===== src/rtl/seq_chk_pkg.sv =====
// Shared constants and helpers for the stream sequence checker.
// Assumes sequence widths between 2 and 64 bits.
package seq_chk_pkg;

    localparam int CNT_W = 32;

    // Feedback tap mask (bit k set = bit k feeds the XOR) for a maximal-length LFSR
    function automatic logic [63:0] lfsr_taps(input int w);
        case (w)
            8:       return 64'h0000_0000_0000_00B8;
            16:      return 64'h0000_0000_0000_B400;
            24:      return 64'h0000_0000_00E1_0000;
            32:      return 64'h0000_0000_8020_0003;
            default: return (64'd3 << (w - 2));
        endcase
    endfunction

endpackage


===== src/rtl/seq_predict.sv =====
// Combinational mismatch vector between a received word and what its
// predecessor implies. LFSR mode: one shift step of the previous word.
// Counter mode: any of NSTEP programmable steps (USE_STEPS=1) or +1.
// A zero vector means the word passes.
module seq_predict #(
    parameter int SEQ_W     = 16,
    parameter int NSTEP     = 4,
    parameter bit USE_STEPS = 1'b1
) (
    input  logic [SEQ_W-1:0]       prev,
    input  logic [SEQ_W-1:0]       cur,
    input  logic                   mode,
    input  logic [NSTEP*SEQ_W-1:0] steps,
    output logic [SEQ_W-1:0]       diff
);

    import seq_chk_pkg::*;

    localparam logic [63:0]      TAPS_FULL = lfsr_taps(SEQ_W);
    localparam logic [SEQ_W-1:0] TAPS      = TAPS_FULL[SEQ_W-1:0];

    logic [SEQ_W-1:0] lfsr_exp;
    logic [SEQ_W-1:0] cnt_diff;

    // Next LFSR value: shift left, feedback into bit 0
    always_comb begin
        lfsr_exp = {prev[SEQ_W-2:0], ^(prev & TAPS)};
    end

    if (USE_STEPS) begin : g_steps
        logic [NSTEP-1:0] hit;
        for (genvar j = 0; j < NSTEP; j++) begin : g_hit
            assign hit[j] = (cur == SEQ_W'(prev + steps[j*SEQ_W +: SEQ_W]));
        end
        assign cnt_diff = (|hit) ? '0 : (cur ^ SEQ_W'(prev + steps[SEQ_W-1:0]));
    end else begin : g_unit
        assign cnt_diff = cur ^ SEQ_W'(prev + SEQ_W'(1));
    end

    // Select the mismatch of the active pattern
    always_comb begin
        diff = mode ? cnt_diff : (cur ^ lfsr_exp);
    end

endmodule


===== src/rtl/seq_tracker.sv =====
// Verification state of the checker: word count, last word (also the
// predecessor for prediction), sticky mismatch accumulation and the
// registered error/result-valid outputs. Enable low clears everything.
module seq_tracker #(
    parameter int SEQ_W     = 16,
    parameter int NSTEP     = 4,
    parameter bit USE_STEPS = 1'b1
) (
    input  logic                   clk,
    input  logic                   rst_n,
    input  logic                   en,
    input  logic                   mode,
    input  logic [NSTEP*SEQ_W-1:0] steps,
    input  logic                   vld,
    input  logic [SEQ_W-1:0]       word,
    output logic                   err_o,
    output logic                   res_valid_o,
    output logic [31:0]            count_o,
    output logic [SEQ_W-1:0]       sample_o
);

    logic [SEQ_W-1:0] last_word;
    logic             have_one;
    logic             judged;
    logic [SEQ_W-1:0] err_acc;
    logic [31:0]      count_q;
    logic             err_q;
    logic             judged_q;
    logic [SEQ_W-1:0] diff;

    seq_predict #(
        .SEQ_W    (SEQ_W),
        .NSTEP    (NSTEP),
        .USE_STEPS(USE_STEPS)
    ) u_predict (
        .prev (last_word),
        .cur  (word),
        .mode (mode),
        .steps(steps),
        .diff (diff)
    );

    // Track words, accumulate mismatches, and register the summary flags
    always_ff @(posedge clk) begin
        if (!rst_n || !en) begin
            last_word <= '0;
            have_one  <= 1'b0;
            judged    <= 1'b0;
            err_acc   <= '0;
            count_q   <= '0;
            err_q     <= 1'b0;
            judged_q  <= 1'b0;
        end else begin
            if (vld) begin
                count_q   <= count_q + 32'd1;
                last_word <= word;
                have_one  <= 1'b1;
                if (have_one) begin
                    judged  <= 1'b1;
                    err_acc <= err_acc | diff;
                end
            end
            err_q    <= |err_acc;
            judged_q <= judged;
        end
    end

    assign err_o       = err_q;
    assign res_valid_o = judged_q;
    assign count_o     = count_q;
    assign sample_o    = last_word;

endmodule


===== config.mk =====
export PLATFORM = sky130hd
export DESIGN_NAME = seq_tracker
export DESIGN_NICKNAME = d
export VERILOG_FILES = /design/src/rtl/seq_chk_pkg.sv /design/src/rtl/seq_predict.sv /design/src/rtl/seq_tracker.sv
export SDC_FILE = /design/constraint.sdc
export NUM_CORES = 1
export LEC_CHECK = 0
export ABC_CLOCK_PERIOD_IN_PS = 3900
export BUFFER_PORTS_ARGS = -buffer_cell sky130_fd_sc_hd__buf_4
export CELL_PAD_IN_SITES_DETAIL_PLACEMENT = 0
export CELL_PAD_IN_SITES_GLOBAL_PLACEMENT = 1
export CORE_MARGIN = 3
export CORE_UTILIZATION = 43
export CTS_BUF_LIST = sky130_fd_sc_hd__clkbuf_2 sky130_fd_sc_hd__clkbuf_4 sky130_fd_sc_hd__clkbuf_8
export CTS_CLUSTER_DIAMETER = 40
export DETAILED_ROUTE_END_ITERATION = 10
export PLACE_DENSITY_LB_ADDON = 0.05
export RECOVER_POWER = 50
export SLEW_MARGIN = 20
export SYNTH_ARGS = -nofsm -noshare
export SYNTH_HDL_FRONTEND = slang
export SYNTH_SLANG_ARGS = --single-unit

===== constraint.sdc =====
create_clock -name clk -period 3.9 [get_ports clk]
set_input_delay 0.195 -clock clk [delete_from_list [all_inputs] [get_ports clk]]
set_output_delay 0.195 -clock clk [all_outputs]
set_load 0.02 [all_outputs]

Word level (Yosys, flattened, before mapping)
Index checks and enable logic that the tools add are counted.
Word-level totals
  bits in writable memories: 0
  memories kept: 0
  latch bits: 0
  word-level logic and storage cells: 28
  bits in read-only memories: 0
  bits in registers: 68
  input port bits: 85
  output and inout bits: 50
Operators by class
  divide/modulo/power cells: 0
  magnitude comparators: 0
  equality and inequality tests: 4
  add/subtract/negate cells: 5
  bitwise gates (word level): 3
  shift operators: 0
  multiply operators: 0
  mux-type cells: 2
  reductions and logical operators: 7
Operator list (count)
  16-bit adder: 4
  16-bit == test: 4
  32-bit by 1-bit adder with 32-bit output, second input constant: 1
  16-bit 2-to-1 mux: 2
  16-bit XOR: 2
  16-bit bitwise OR: 1
  16-bit OR reduction: 1
  16-bit XOR reduction: 1
  4-bit OR reduction: 1
  1-bit logical NOT: 2
  2-bit AND reduction: 1
  1-bit logical OR: 1

Longest topological paths before layout
Gate-level depths: netlist of run 1.
  depth after elaboration: 6
  gate-level depth with buffers: 13
  depth with buffers taken out: 12

Cells and area by module
Synthesis of run 1 repeated with hierarchy kept, for this count alone.
Second synthesis, totals
  cell total of the unflattened synthesis: 926
  area total of the unflattened synthesis: 7297.0 um^2
Modules (own cells, without submodules)
  seq_predict: times used 1, seq. area each 0.0 um^2, cells each 629, area each 4573.1 um^2
  seq_tracker: times used 1, seq. area each 1361.3 um^2, cells each 297, area each 2723.9 um^2

Worst setup path after synthesis of run 1
No wires, ideal clock.
  path kind: reg-to-reg
  start point: register last_word[0] (netlist: sample_o[0])
  end point: register err_acc[10]
  stages on the path, launching flop included: 14
  clock period less this slack: 3.182 ns
  data arrival time: 3.061 ns
  required time: 3.779 ns
  buffers on the path: 1
  setup time: 0.121 ns
  setup slack: 0.718 ns
  path through: dfxtp_1 -> ha_1 -> inv_1 -> fa_1 -> xor2_1 -> xnor2_1 -> a2111oi_0 -> nand4b_1 -> nor4_1 -> o2111ai_1 -> o32a_1 -> nand2_4 -> buf_12 -> o21ai_2
Between the ends
  longest elaborated chain between the ends: 6
  elaborated cells between the ends (all ways): 13
  those cells by class: add/sub (4); eq/ne (4); mux (2); bitwise (2); reduce/logical (1)
RTL lines
  start, declared: RTL line seq_tracker.sv:22  | logic [SEQ_W-1:0] last_word;
  start signal, assigned: RTL line seq_tracker.sv:56  | last_word <= word;
  16-bit adder (on tied branches): RTL line seq_predict.sv:33, seq_predict.sv:35
  16-bit == test: RTL line seq_predict.sv:33  | assign hit[j] = (cur == SEQ_W'(prev + steps[j*SEQ_W +: SEQ_W]));
  4-bit OR reduction: RTL line seq_predict.sv:35  | assign cnt_diff = (|hit) ? '0 : (cur ^ SEQ_W'(prev + steps[SEQ_W-1:0]));
  16-bit 2-to-1 mux *: RTL line seq_predict.sv:35
  16-bit 2-to-1 mux *: RTL line seq_predict.sv:42  | diff = mode ? cnt_diff : (cur ^ lfsr_exp);
  16-bit bitwise OR *: RTL line seq_tracker.sv:60  | err_acc <= err_acc | diff;
  end signal, assigned: RTL line seq_tracker.sv:60
  end, declared: RTL line seq_tracker.sv:25  | logic [SEQ_W-1:0] err_acc;
Every way passes the cells marked *; elsewhere a longest branch is shown, timed or not.
A chain may end at the register's enable or synchronous reset.

Worst setup path in the final report of run 1
  start point: register last_word[0] (netlist: sample_o[0])
  end point: register err_acc[0]
The elaborated chain is that of the path after synthesis.

==> results of run 1 <==
[power breakdown]
group	internal (mW)	switching [mW]	leakage, nW
Combinational	0.295	0.367	2.74
Clock	0.307	0.318	0.0988
Sequential	0.703	0.0192	0.550
[worst max-delay path by stage]
stage	start	endpoint	slack, ns	cells after the start
finish	sample_o[0]	err_acc[0]	0.35	12
global route	sample_o[0]	err_acc[1]	0.18	12
CTS	sample_o[0]	err_acc[0]	0.41	12
detailed placement	sample_o[0]	err_acc[0]	0.44	12
global placement	sample_o[0]	err_acc[1]	0.50	12
floorplan	sample_o[0]	err_acc[10]	0.72	13
[routing by layer]
metal / vias to the layer above / GRT usage / part of all wire
li1: 3295 / - / -
met1: 3149 / 0.341 / 0.46
met2: 219 / 0.412 / 0.46
met3: 31 / 0.0328 / 0.056
met4: 0 / 0.0735 / 0.026
met5: - / 0 / 0
[cell families (layout without fill, tap and decap cells)]
logic type / count (synthesis) / after routing / share of synthesized area
adder cells (fa/ha/maj): 65 / 65 / 0.124
multiplexers: 20 / 20 / 0.0295
flip-flops: 68 / 68 / 0.200
XOR/XNOR: 146 / 146 / 0.189
AND/OR/NAND/NOR: 264 / 264 / 0.188
buffers and inverters: 67 / 187 / 0.0462
AO/OA/AOI/OAI: 215 / 215 / 0.224
[layout by cell type (no fill, tap or decap), types with 6 or more instances in the layout]
| cell | netlist | layout |
|---|---|---|
| sky130_fd_sc_hd__or3_1 | 9 | 9 |
| sky130_fd_sc_hd__ha_1 | 61 | 61 |
| sky130_fd_sc_hd__o21ai_2 | 12 | 12 |
| sky130_fd_sc_hd__o21ai_0 | 33 | 33 |
| sky130_fd_sc_hd__nand3_1 | 24 | 24 |
| sky130_fd_sc_hd__a211o_1 | 6 | 6 |
| sky130_fd_sc_hd__xor2_1 | 65 | 65 |
| sky130_fd_sc_hd__o21a_1 | 10 | 10 |
| sky130_fd_sc_hd__clkbuf_1 | 21 | 35 |
| sky130_fd_sc_hd__dfxtp_1 | 68 | 68 |
| sky130_fd_sc_hd__buf_4 | 6 | 112 |
| sky130_fd_sc_hd__nor3_1 | 16 | 16 |
| sky130_fd_sc_hd__nor2_1 | 88 | 88 |
| sky130_fd_sc_hd__xnor2_1 | 80 | 80 |
| sky130_fd_sc_hd__inv_1 | 24 | 24 |
| sky130_fd_sc_hd__a211oi_1 | 9 | 9 |
| sky130_fd_sc_hd__nand4_1 | 21 | 21 |
| sky130_fd_sc_hd__and3_1 | 13 | 13 |
| sky130_fd_sc_hd__clkbuf_8 | 0 | 9 |
| sky130_fd_sc_hd__a21o_1 | 17 | 17 |
| sky130_fd_sc_hd__mux2i_1 | 19 | 19 |
| sky130_fd_sc_hd__a22oi_1 | 16 | 16 |
| sky130_fd_sc_hd__nor4_1 | 7 | 7 |
| sky130_fd_sc_hd__nand2_1 | 54 | 54 |
| sky130_fd_sc_hd__a21oi_1 | 41 | 41 |
| sky130_fd_sc_hd__o211ai_1 | 12 | 12 |
[through the flow]
stage	setup WS, ns	instance area [µm²]	hold WS [ns]	total power, mW	util
global placement	0.503	7970	0.463	1.39	0.518
floorplan	0.718	6820	0.343	1.19	-
finish	0.355	8040	0.129	2.01	0.523
global route	0.178	8040	0.112	2.13	0.523
CTS	0.408	8170	0.113	2.02	0.532
detailed placement	0.436	7970	0.465	1.39	0.518
[worst max-delay path, cell delays in order, from the launching register on]
cell                        delay (ns)
sky130_fd_sc_hd__dfxtp_1          0.49
sky130_fd_sc_hd__ha_1             0.26
sky130_fd_sc_hd__inv_1            0.06
sky130_fd_sc_hd__fa_1             0.49
sky130_fd_sc_hd__xor2_1           0.18
sky130_fd_sc_hd__o211ai_1         0.12
sky130_fd_sc_hd__a2111oi_0        0.38
sky130_fd_sc_hd__nand4b_1         0.17
sky130_fd_sc_hd__nor4_1           0.31
sky130_fd_sc_hd__o2111ai_1        0.17
sky130_fd_sc_hd__o32a_1           0.42
sky130_fd_sc_hd__nand2_4          0.23
sky130_fd_sc_hd__o21ai_0          0.14
[registers in the layout, indices dropped and copies added, names as in the netlist]
signal / count
count_o: 32
err_acc: 16
sample_o: 16
err_o: 1
have_one: 1
judged: 1
res_valid_o: 1
[final cells by class]
class | instances | share of cell area
repair buffers | 147 | 0.121
well taps | 211 | 0.0328
flip-flops and latches | 68 | 0.169
clock inverters | 7 | 0.0103
clock buffers | 9 | 0.0154
multi-input cells | 710 | 0.640
inverters | 24 | 0.0112
==> results.rst, run 1 <==
.. list-table::
   :header-rows: 1

   * - Metric
     - Value
   * - Diode insertion count for antenna repair
     - 0
   * - Final setup viols
     - 0
   * - Number of setup buffers added after CTS
     - 0
   * - Min Clock Period, post-route
     - 3.55 ns
   * - Data arrival, critical path
     - 3.78 ns
   * - Proportion of layout cells with a drive suffix above 1
     - 0.162
   * - Number of buffers on the longest clock path
     - 2
   * - Seq cells post-synth
     - 68
   * - End of the worst hold path
     - sample_o[15]
   * - Pins Over Slew Limit
     - 53
   * - Multi-input gate area
     - 0.00514 mm²
   * - Detailed-route wire length per cell
     - 19.1 µm
   * - Setup slack, reg-to-reg
     - 0.35 ns
   * - Async S/R FF share, synth
     - 0
   * - Post-Syn Nets
     - 995
   * - Filler instances
     - 1570
   * - First-pass GRT wire length
     - 34.8 mm
   * - Startpoint of the worst register-to-register path
     - sample_o[0]
   * - Final worst path period share
     - 0.909
   * - Slew HR
     - -0.276
   * - Hold Path Cell Cnt
     - 3
   * - Initial Utilization
     - 0.444
   * - Result of the run
     - complete, but fails checks
   * - Max-cap check violation count
     - 1
   * - Number of endpoints with negative hold slack in the final report
     - 0
   * - Largest net degree at the start of global routing
     - 53
   * - Nets
     - 1110
   * - Synth top area share
     - 0.200
   * - Post-synth EDFFs
     - 0
   * - Final instance count without filler cells
     - 1176
   * - Sort of element at the end of the critical path
     - register
   * - Area leader, netlist
     - sky130_fd_sc_hd__dfxtp_1
   * - Post-cts repair resize count
     - 0
   * - Pre-antenna DRT Iters
     - 5
   * - CP Launch Type
     - register
   * - Endpoint of the lowest-slack register-to-register path
     - err_acc[0]
   * - Num rows
     - 45
   * - Vias in the first global route
     - 6457
   * - Worst IR drop on VDD
     - 0.195 mV
   * - Hold Path Origin
     - word[15]
   * - Critical Path RT
     - 4.14 ns
   * - Number of design rule violations left after detail routing
     - 0
   * - Most common library cells after synthesis
     - 88 x sky130_fd_sc_hd__nor2_1, 80 x sky130_fd_sc_hd__xnor2_1, 68 x sky130_fd_sc_hd__dfxtp_1, 65 x sky130_fd_sc_hd__xor2_1, 61 x sky130_fd_sc_hd__ha_1
   * - Start-to-end type of the worst setup path
     - reg -> reg
   * - Chip height
     - 132 µm
   * - Total clock buffers created by CTS
     - 9
   * - Gp weighted congestion
     - 0.951
   * - Sequential cell area fraction in the yosys report
     - 0.200
   * - Standard cell core area
     - 0.0154 mm²
   * - Setup Total Neg Slack
     - 0 ns
   * - Antenna Nets Post-Route
     - 0
   * - Yosys warnings
     - 0
   * - Width of the chip
     - 132 µm
   * - Count of H-tree levels built during CTS
     - 3
   * - Average cell area after synthesis
     - 8.07 µm²
   * - Post-detailed-placement half-perimeter wirelength
     - 16.9 mm
   * - Clock tree from TritonCTS
     - done
   * - Leading cell types by total area after synthesis
     - sky130_fd_sc_hd__dfxtp_1 20%, sky130_fd_sc_hd__ha_1 11%, sky130_fd_sc_hd__xnor2_1 10%
   * - Post-CTS clock slew at the launch and capture registers of the worst setup and hold paths
     - 0.09 ns
   * - Unrepaired setup endpoints after global routing
     - no
   * - Overflow after GRT
     - 0
   * - Clock Skew
     - 0.0120 ns
   * - Hold buffer count at CTS
     - 0
   * - Synth-to-layout area growth
     - 17.8%
   * - Synthesized instance count
     - 845
   * - Cell leakage power
     - 3.39 nW
   * - Count of buffers inserted at the top-level ports
     - 134
   * - Global-route usage over all layers
     - 0.250
   * - Yosys cell types
     - 78
   * - Number of antenna violations at the first check in global routing
     - 0
   * - Total number of vias
     - 6694
   * - Path class of the lowest-slack min-delay path
     - in -> reg
   * - Most instantiated library cell after synthesis
     - sky130_fd_sc_hd__nor2_1
   * - IO Count
     - 135
   * - Crit Path Max Fanout
     - 16
   * - Transition time of the tightest slew-check pin
     - 1.91 ns
   * - Top FF cell, synth
     - sky130_fd_sc_hd__dfxtp_1
   * - Area of the mapped netlist
     - 0.00682 mm²
   * - Root buffer cell
     - sky130_fd_sc_hd__clkbuf_8
   * - Sequential cell area
     - 0.00136 mm²
   * - Power density cells
     - 250 mW/mm²
   * - Overall die area
     - 0.0174 mm²
   * - Clock latency reported for the late side of the worst-skew pair
     - 0.36 ns
   * - Aggregate routed wire length
     - 22.4 mm
   * - Number of placed cells counting well taps
     - 1160
   * - Maximum clock frequency
     - 0.282 GHz
   * - DR iter-0 viols
     - 345
   * - CTS sink count
     - 68
   * - Mean number of vias per cell
     - 5.69
   * - Failing checks
     - max-capacitance violations, max-slew violations
   * - R2R cell count
     - 12
Power figures use the tool's default switching activity.
==> run 2: changes to the inputs <==
GPL_TIMING_DRIVEN = 0   (was not set)
HOLD_SLACK_MARGIN = 0.15   (was not set)
==> run 2 against run 1 <==
The flow now finishes without violations; clock-buffer cell count did not move; sequential cell count did not move; setup slack got worse by 0.030 ns; design area rose by 0.33%; final cell count rose by 1.4%; critical path type unchanged; highest routed layer unchanged; clock power fell by 6.2%; hold slack improved by 0.086 ns; via count rose by 0.55%; die area did not move; fmax fell by 0.83%; clock skew fell by 0.0013 ns; largest cell class unchanged.
==> results.rst, run 2 (same netlist as run 1, synthesis figures left out) <==
.. list-table::
   :header-rows: 1

   * - Metric
     - Value
   * - Crit Path Max Fanout
     - 10 (was 16)
   * - Standard cell core area
     - 0.0154 mm² (unchanged)
   * - Post-CTS clock slew at the launch and capture registers of the worst setup and hold paths
     - 0.07 ns (was 0.09 ns)
   * - Internal power component
     - 1.29 mW (was 1.31 mW)
   * - Clock Skew
     - 0.0107 ns (was 0.0120 ns)
   * - Total clock buffers created by CTS
     - 9 (unchanged)
   * - Count of H-tree levels built during CTS
     - 3 (unchanged)
   * - Total number of vias
     - 6731 (was 6694)
   * - CTS sink count
     - 68 (unchanged)
   * - Most common cell after layout, fill and taps aside
     - sky130_fd_sc_hd__nor2_1 (was sky130_fd_sc_hd__buf_4)
   * - Number of design rule violations left after detail routing
     - 0 (unchanged)
   * - Sort of element at the end of the critical path
     - register (unchanged)
   * - Root buffer cell
     - sky130_fd_sc_hd__clkbuf_8 (unchanged)
   * - Num rows
     - 45 (unchanged)
   * - Path class of the lowest-slack min-delay path
     - in -> reg (unchanged)
   * - First-pass GRT wire length
     - 34.6 mm (was 34.8 mm)
   * - Aggregate routed wire length
     - 22.2 mm (was 22.4 mm)
   * - Chip height
     - 132 µm (unchanged)
   * - Count of buffers inserted at the top-level ports
     - 118 (was 134)
   * - Clock latency reported for the late side of the worst-skew pair
     - 0.35 ns (was 0.36 ns)
   * - Clock tree from TritonCTS
     - done (unchanged)
   * - Final setup viols
     - 0 (unchanged)
   * - Synth-to-layout area growth
     - 18.2% (was 17.8%)
   * - Power spent charging and discharging nets
     - 675 µW (was 704 µW)
   * - Sequential cell fraction of total power
     - 0.370 (was 0.360)
   * - Number of buffers on the longest clock path
     - 2 (unchanged)
   * - Result of the run
     - finished clean (was complete, but fails checks)
   * - Maximum clock frequency
     - 0.280 GHz (was 0.282 GHz)
   * - Number of antenna violations at the first check in global routing
     - 0 (unchanged)
   * - Overall die area
     - 0.0174 mm² (unchanged)
   * - R2R cell count
     - 12 (unchanged)
   * - Final worst path period share
     - 0.917 (was 0.909)
   * - Commonest cells after routing, fill and taps aside
     - 88 x sky130_fd_sc_hd__nor2_1, 87 x sky130_fd_sc_hd__buf_4, 80 x sky130_fd_sc_hd__xnor2_1, 66 x sky130_fd_sc_hd__dfxtp_1, 65 x sky130_fd_sc_hd__xor2_1 (was 112 x sky130_fd_sc_hd__buf_4, 88 x sky130_fd_sc_hd__nor2_1, 80 x sky130_fd_sc_hd__xnor2_1, 68 x sky130_fd_sc_hd__dfxtp_1, 65 x sky130_fd_sc_hd__xor2_1)
   * - Flip-flop count of the largest register after layout
     - 32 (unchanged)
   * - Pre-antenna DRT Iters
     - 5 (unchanged)
   * - Setup Total Neg Slack
     - 0 ns (unchanged)
   * - Detailed-route wire length per cell
     - 18.6 µm (was 19.1 µm)
   * - Min Clock Period, post-route
     - 3.57 ns (was 3.55 ns)
   * - Clock group share of total power
     - 0.298 (was 0.311)
   * - Largest net degree at the start of global routing
     - 14 (was 53)
   * - Mean number of vias per cell
     - 5.64 (was 5.69)
   * - Max-cap check violation count
     - 0 (was 1)
   * - Critical Path RT
     - 4.13 ns (was 4.14 ns)
   * - Number of endpoints with negative hold slack in the final report
     - 0 (unchanged)
   * - DR iter-0 viols
     - 374 (was 345)
   * - Sw Ratio
     - 0.343 (was 0.350)
   * - IO Count
     - 135 (unchanged)
   * - Width of the chip
     - 132 µm (unchanged)
   * - Post-detailed-placement half-perimeter wirelength
     - 17.1 mm (was 16.9 mm)
   * - Hold Path Cell Cnt
     - 3 (unchanged)
   * - Diode insertion count for antenna repair
     - 0 (unchanged)
   * - Post-Route Hold Slack
     - 0.215 ns (was 0.129 ns)
   * - Unrepaired setup endpoints after global routing
     - no (unchanged)
   * - Proportion of layout cells with a drive suffix above 1
     - 0.152 (was 0.162)
   * - Initial Utilization
     - 0.444 (unchanged)
   * - Power, Total
     - 1.97 mW (was 2.01 mW)
   * - Antenna Nets Post-Route
     - 0 (unchanged)
   * - Slew HR
     - 0.352 (was -0.276)
   * - Global-route usage over all layers
     - 0.247 (was 0.250)
   * - Comb pwr share
     - 0.332 (was 0.330)
   * - Power density cells
     - 244 mW/mm² (was 250 mW/mm²)
   * - Data arrival, critical path
     - 3.81 ns (was 3.78 ns)
   * - Transition time of the tightest slew-check pin
     - 0.969 ns (was 1.91 ns)
   * - Overflow after GRT
     - 0 (unchanged)
   * - Pins Over Slew Limit
     - 0 (was 53)
   * - Gp weighted congestion
     - 0.926 (was 0.951)
   * - Vias in the first global route
     - 6609 (was 6457)
   * - Worst IR drop on VDD
     - 0.132 mV (was 0.195 mV)
   * - Start-to-end type of the worst setup path
     - reg -> reg (unchanged)
   * - Cell leakage power
     - 3.37 nW (was 3.39 nW)
   * - CP Launch Type
     - register (unchanged)
   * - Nets
     - 1127 (was 1110)
## run 2: cell count changes in the layout (fill, tap and decap cells not counted), sizes merged
cell	change
buf	-11
clkbuf	+25
clkinv	+3
dlygate4sd3	+3
inv	-3
## run 2: final timing paths
check / from / to / slack [ns]
min reg2reg: have_one / have_one / 0.50
min: word[10] / sample_o[10] / 0.21
max reg2reg: sample_o[1] / err_acc[4] / 0.33
max: sample_o[1] / err_acc[4] / 0.33
## run 2: routing by layer
metal,GRT usage,vias up,wire length (µm)
met5,0,-,0
met4,0.0951,0,736
met3,0.0309,36,1120
met2,0.414,187,10400
met1,0.325,3181,9980
li1,-,3327,-
## run 2: power groups by stage
stage / combinational (mW) / sequential, mW / clock, mW
2_1_floorplan: 0.455 / 0.739 / 0
3_3_place_gp: 0.636 / 0.743 / 0
3_5_place_dp: 0.646 / 0.744 / 0
4_1_cts: 0.652 / 0.727 / 0.600
5_1_grt: 0.715 / 0.729 / 0.633
6_report: 0.654 / 0.727 / 0.586
## run 2: area by class of cell
cell class,count,area (µm²)
Multi-Input combinational cell,710,5140
Inverter,24,90.1
Fill cell,1593,7310
Timing Repair Buffer,121,777
Buffer,43,225
Tap cell,211,264
Clock inverter,7,76.3
Sequential cell,68,1360
Clock buffer,9,124
## run 2: through the flow
step	area, µm²	worst slack (ns)	std cells	util
CTS	8200	0.116	1193	0.534
global route	8070	0.105	1193	0.525
global placement	7970	0.102	1174	0.519
floorplan	6820	0.718	845	-
finish	8070	0.325	1193	0.525
detailed placement	7970	0.145	1174	0.519
## run 2: critical path, cell delays in order, from the launching register on
cell                        delay [ns]
sky130_fd_sc_hd__dfxtp_2          0.49
sky130_fd_sc_hd__inv_1            0.26
sky130_fd_sc_hd__fa_1             0.49
sky130_fd_sc_hd__xor2_1           0.19
sky130_fd_sc_hd__xnor2_1          0.14
sky130_fd_sc_hd__a2111oi_0        0.41
sky130_fd_sc_hd__nand4b_1         0.18
sky130_fd_sc_hd__nor4_1           0.30
sky130_fd_sc_hd__o2111ai_1        0.18
sky130_fd_sc_hd__o32a_1           0.44
sky130_fd_sc_hd__nand2_4          0.16
sky130_fd_sc_hd__buf_12           0.16
sky130_fd_sc_hd__o21ai_2          0.06
## run 2: repair_timing
item | in CTS | in global routing
setup endpoints to repair | 0 | 12
buffers inserted | 0 | 0
hold buffers | 3 | 0
resized for setup | 0 | 2
hold endpoints to repair | 2 | 0
==> run 3: changes to the inputs <==
ABC_AREA = 1   (was not set)
CAP_MARGIN = 25   (was not set)
CORE_UTILIZATION = 40   (was 43)
==> run 3 against run 2 <==
Hold slack got worse by 0.00069 ns; area after synthesis is 15% higher; largest power group is now combinational logic; critical endpoint is now err_acc[5]; utilization fell by 4.6 points; die area increased by 22%; sequential cell count unchanged.
==> results.rst, run 3 <==
.. list-table::
   :header-rows: 1

   * - Metric
     - Value
   * - Most frequent cell on the critical path
     - sky130_fd_sc_hd__nand2_1
   * - Root buffer cell
     - sky130_fd_sc_hd__clkbuf_8 (unchanged)
   * - Number of placed cells counting well taps
     - 1736 (was 1174)
   * - Num rows
     - 50 (was 45)
   * - Standard cell core area
     - 0.0190 mm² (was 0.0154 mm²)
   * - Post-detailed-placement half-perimeter wirelength
     - 20.7 mm (was 17.1 mm)
   * - Filler instances
     - 2152 (was 1593)
   * - Most common library cells after synthesis
     - 505 x sky130_fd_sc_hd__nand2_1, 167 x sky130_fd_sc_hd__inv_1, 130 x sky130_fd_sc_hd__nor2_1, 96 x sky130_fd_sc_hd__nand3_1, 77 x sky130_fd_sc_hd__a21oi_1 (was 88 x sky130_fd_sc_hd__nor2_1, 80 x sky130_fd_sc_hd__xnor2_1, 68 x sky130_fd_sc_hd__dfxtp_1, 65 x sky130_fd_sc_hd__xor2_1, 61 x sky130_fd_sc_hd__ha_1)
   * - Mux share of post-synthesis cell area
     - 0 (was 0.0295)
   * - Multi-input gate area
     - 0.00559 mm² (was 0.00514 mm²)
   * - Unrepaired setup endpoints after global routing
     - no (unchanged)
   * - Post-synth EDFFs
     - 0 (unchanged)
   * - Pre-antenna DRT Iters
     - 4 (was 5)
   * - Commonest cells after routing, fill and taps aside
     - 505 x sky130_fd_sc_hd__nand2_1, 167 x sky130_fd_sc_hd__inv_1, 130 x sky130_fd_sc_hd__nor2_1, 96 x sky130_fd_sc_hd__nand3_1, 80 x sky130_fd_sc_hd__buf_4 (was 88 x sky130_fd_sc_hd__nor2_1, 87 x sky130_fd_sc_hd__buf_4, 80 x sky130_fd_sc_hd__xnor2_1, 66 x sky130_fd_sc_hd__dfxtp_1, 65 x sky130_fd_sc_hd__xor2_1)
   * - Number of endpoints with negative hold slack in the final report
     - 0 (unchanged)
   * - Final instance count without filler cells
     - 1752 (was 1193)
   * - Result of the run
     - finished clean (unchanged)
   * - Min Clock Period, post-route
     - 3.26 ns (was 3.57 ns)
   * - Setup Total Neg Slack
     - 0 ns (unchanged)
   * - Post-Route Hold Slack
     - 0.214 ns (was 0.215 ns)
   * - Cell with the biggest individual delay on the critical path
     - sky130_fd_sc_hd__dfxtp_1 (was sky130_fd_sc_hd__dfxtp_2)
   * - Leading cell types by total area after synthesis
     - sky130_fd_sc_hd__nand2_1 24%, sky130_fd_sc_hd__dfxtp_1 17%, sky130_fd_sc_hd__ha_1 9.7% (was sky130_fd_sc_hd__dfxtp_1 20%, sky130_fd_sc_hd__ha_1 11%, sky130_fd_sc_hd__xnor2_1 10%)
   * - Async S/R FF share, synth
     - 0 (unchanged)
   * - Post-CTS clock slew at the launch and capture registers of the worst setup and hold paths
     - 0.08 ns (was 0.07 ns)
   * - Width of the chip
     - 146 µm (was 132 µm)
   * - Crit Path Max Fanout
     - 10 (unchanged)
   * - Top FF cell, synth
     - sky130_fd_sc_hd__dfxtp_1 (unchanged)
   * - Mean number of vias per cell
     - 4.87 (was 5.64)
   * - Yosys cell types
     - 44 (was 78)
   * - Power density cells
     - 218 mW/mm² (was 244 mW/mm²)
   * - Comb pwr share
     - 0.377 (was 0.332)
   * - Yosys warnings
     - 0 (unchanged)
   * - Diode insertion count for antenna repair
     - 0 (unchanged)
   * - Cell leakage power
     - 4.98 nW (was 3.37 nW)
   * - Synth-to-layout area growth
     - 15.9% (was 18.2%)
   * - Max-cap check violation count
     - 0 (unchanged)
   * - Total clock buffers created by CTS
     - 9 (unchanged)
   * - Maximum clock frequency
     - 0.307 GHz (was 0.280 GHz)
   * - Proportion of layout cells with a drive suffix above 1
     - 0.108 (was 0.152)
   * - Average cell area after synthesis
     - 5.78 µm² (was 8.07 µm²)
   * - Simple-gate area share of the yosys netlist
     - 0.438 (was 0.188)
   * - Most instantiated library cell after synthesis
     - sky130_fd_sc_hd__nand2_1 (was sky130_fd_sc_hd__nor2_1)
   * - IO Count
     - 135 (unchanged)
   * - Final setup viols
     - 0 (unchanged)
   * - Vias in the first global route
     - 7888 (was 6609)
   * - Nets
     - 1638 (was 1127)
   * - Antenna Nets Post-Route
     - 0 (unchanged)
   * - Critical Path RT
     - 4.14 ns (was 4.13 ns)
   * - Aggregate routed wire length
     - 25.9 mm (was 22.2 mm)
   * - Largest net degree at the start of global routing
     - 12 (was 14)
   * - Most common cell after layout, fill and taps aside
     - sky130_fd_sc_hd__nand2_1 (was sky130_fd_sc_hd__nor2_1)
   * - Flip-flop count of the largest register after layout
     - 32 (unchanged)
   * - Overflow after GRT
     - 0 (unchanged)
   * - Sequential cell area fraction in the yosys report
     - 0.174 (was 0.200)
   * - Final worst path period share
     - 0.835 (was 0.917)
   * - Sw Ratio
     - 0.380 (was 0.343)
   * - First-pass GRT wire length
     - 40.9 mm (was 34.6 mm)
   * - Clock latency reported for the late side of the worst-skew pair
     - 0.35 ns (about the same)
   * - Count of H-tree levels built during CTS
     - 3 (unchanged)
   * - Synthesized instance count
     - 1357 (was 845)
   * - CTS sink count
     - 68 (unchanged)
   * - Sort of element at the end of the critical path
     - register (unchanged)
   * - Area leader, netlist
     - sky130_fd_sc_hd__nand2_1 (was sky130_fd_sc_hd__dfxtp_1)
   * - Post-Syn Nets
     - 1507 (was 995)
   * - Start-to-end type of the worst setup path
     - reg -> reg (unchanged)
   * - DR iter-0 viols
     - 443 (was 374)
   * - Clock tree from TritonCTS
     - done (unchanged)
   * - Slowest stage delay, CP
     - 0.62 ns (was 0.49 ns)
   * - Number of buffers on the longest clock path
     - 2 (unchanged)
   * - Post-layout utilization of the core
     - 0.479 (was 0.525)
   * - Area of the mapped netlist
     - 0.00784 mm² (was 0.00682 mm²)
   * - Adder and majority gate portion of the synthesized area
     - 0.108 (was 0.124)
   * - Number of design rule violations left after detail routing
     - 0 (unchanged)
   * - Count of buffers inserted at the top-level ports
     - 119 (was 118)
   * - Detailed-route wire length per cell
     - 14.8 µm (was 18.6 µm)
   * - Clock group share of total power
     - 0.253 (was 0.298)
   * - Seq cells post-synth
     - 68 (unchanged)
   * - Worst IR drop on VDD
     - 0.131 mV (was 0.132 mV)
   * - Internal power component
     - 1.23 mW (was 1.29 mW)
   * - Number of antenna violations at the first check in global routing
     - 0 (unchanged)
   * - Xor/xnor cell area share of the yosys netlist
     - 0.0821 (was 0.189)
   * - Path class of the lowest-slack min-delay path
     - in -> reg (unchanged)
   * - CP Launch Type
     - register (unchanged)
   * - Gp weighted congestion
     - 0.880 (was 0.926)
   * - Slew HR
     - 0.467 (was 0.352)
   * - Power spent charging and discharging nets
     - 754 µW (was 675 µW)
   * - Chip height
     - 146 µm (was 132 µm)
   * - Compound-gate portion of the synthesized area
     - 0.0865 (was 0.224)
   * - Sequential cell fraction of total power
     - 0.370 (about the same)
   * - Overall die area
     - 0.0213 mm² (was 0.0174 mm²)
   * - Synth top area share
     - 0.242 (was 0.200)
   * - Main combinational cell family by area after synthesis
     - simple AND/OR/NAND/NOR gates (was compound AO/OA/AOI/OAI gates)
   * - Cell-by-cell listing of the critical path
     - inv_1, fa_1, inv_1, nand2_1, nand2_1, nand3_1, nand2_1, nand2_1, nand2_1, nand2_1, nor2_1, nand3_1, nor2_1, nand3_1, nand2_2, nor2_4, buf_12, nand2_2, nand2_1, nand2_1, nand2_1 (was inv_1, fa_1, xor2_1, xnor2_1, a2111oi_0, nand4b_1, nor4_1, o2111ai_1, o32a_1, nand2_4, buf_12, o21ai_2)
   * - Clock Skew
     - 0.0119 ns (was 0.0107 ns)
   * - Global-route usage over all layers
     - 0.240 (was 0.247)
   * - Sequential cell area
     - 0.00136 mm² (about the same)
   * - Total number of vias
     - 8527 (was 6731)
   * - Pins Over Slew Limit
     - 0 (unchanged)
   * - Initial Utilization
     - 0.413 (was 0.444)
   * - Transition time of the tightest slew-check pin
     - 0.796 ns (was 0.969 ns)
   * - Data arrival, critical path
     - 3.49 ns (was 3.81 ns)
## run 3: cell count changes in the layout (fill, tap and decap cells not counted), sizes merged, moves of 14 or more
cell    previous run  this run
xnor2             80        20
o21ai             47        31
nand3             24        98
nand2             55       525
nor2              88       134
xor2              66        50
nand3b             1        16
inv               25       181
mux2i             19         0
and3              14         0
a21oi             44        79
a22oi             16         0
## run 3: cell type report
class                   instances  share of cell area
multi-input cells            1075               0.616
flip-flops and latches         68               0.150
repair buffers                120              0.0834
inverters                     183              0.0756
well taps                     260              0.0358
plain buffers                  31              0.0215
clock buffers                  10              0.0145
clock inverters                 5             0.00331
## run 3: power by group through the flow
stage,registers (mW),logic [mW],clock network [mW]
floorplan,0.741,0.528,0
global placement,0.749,0.743,0
detailed placement,0.749,0.745,0
CTS,0.733,0.751,0.519
global route,0.733,0.851,0.545
finish,0.733,0.748,0.501
## run 3: per-layer routing
layer,wire length (µm),vias to the layer above,track usage
met1,12500,3755,0.331
met4,500,0,0.0579
li1,-,4540,-
met3,1220,23,0.0321
met2,11700,209,0.397
met5,0,-,0
## run 3: worst paths after layout
| path | from | endpoint | slack, ns | depth (start not counted) |
|---|---|---|---|---|
| worst max-delay path | sample_o[1] | err_acc[5] | 0.64 | 21 |
| worst min-delay path | vld | judged | 0.21 | 3 |
| worst max register to register | sample_o[1] | err_acc[5] | 0.64 | 21 |
| worst min register to register | judged | res_valid_o | 0.44 | 2 |
## run 3: worst max-delay path: cells and delay by family, from the launching register on
kind | cells | cell delay (ns)
AND/OR/NAND/NOR | 17 | 1.48
flip-flops | 1 | 0.62
adder cells (fa/ha/maj) | 1 | 0.49
buffers and inverters | 3 | 0.58
## run 3: logic make-up after synthesis
family                   count (synthesis)
AND/OR/NAND/NOR                        813
buffers and inverters                  214
AO/OA/AOI/OAI                          126
XOR/XNOR                                71
flip-flops                              68
adder cells (fa/ha/maj)                 65
## run 3: timing repair
action,4_1_cts,5_1_grt
hold endpoints to repair,1,0
buffers inserted,0,0
setup endpoints to repair,0,0
hold buffers,1,0
resized for setup,0,0
## run 3: through the flow
| stage | area, µm² | power (mW) | worst slack (ns) |
|---|---|---|---|
| after floorplan | 7840 | 1.27 | 1.27 |
| after CTS | 9230 | 2.00 | 0.607 |
| after global routing | 9080 | 2.13 | 0.293 |
| final | 9080 | 1.98 | 0.643 |
| after global placement | 9060 | 1.49 | 0.639 |
| after detailed placement | 9060 | 1.49 | 0.645 |
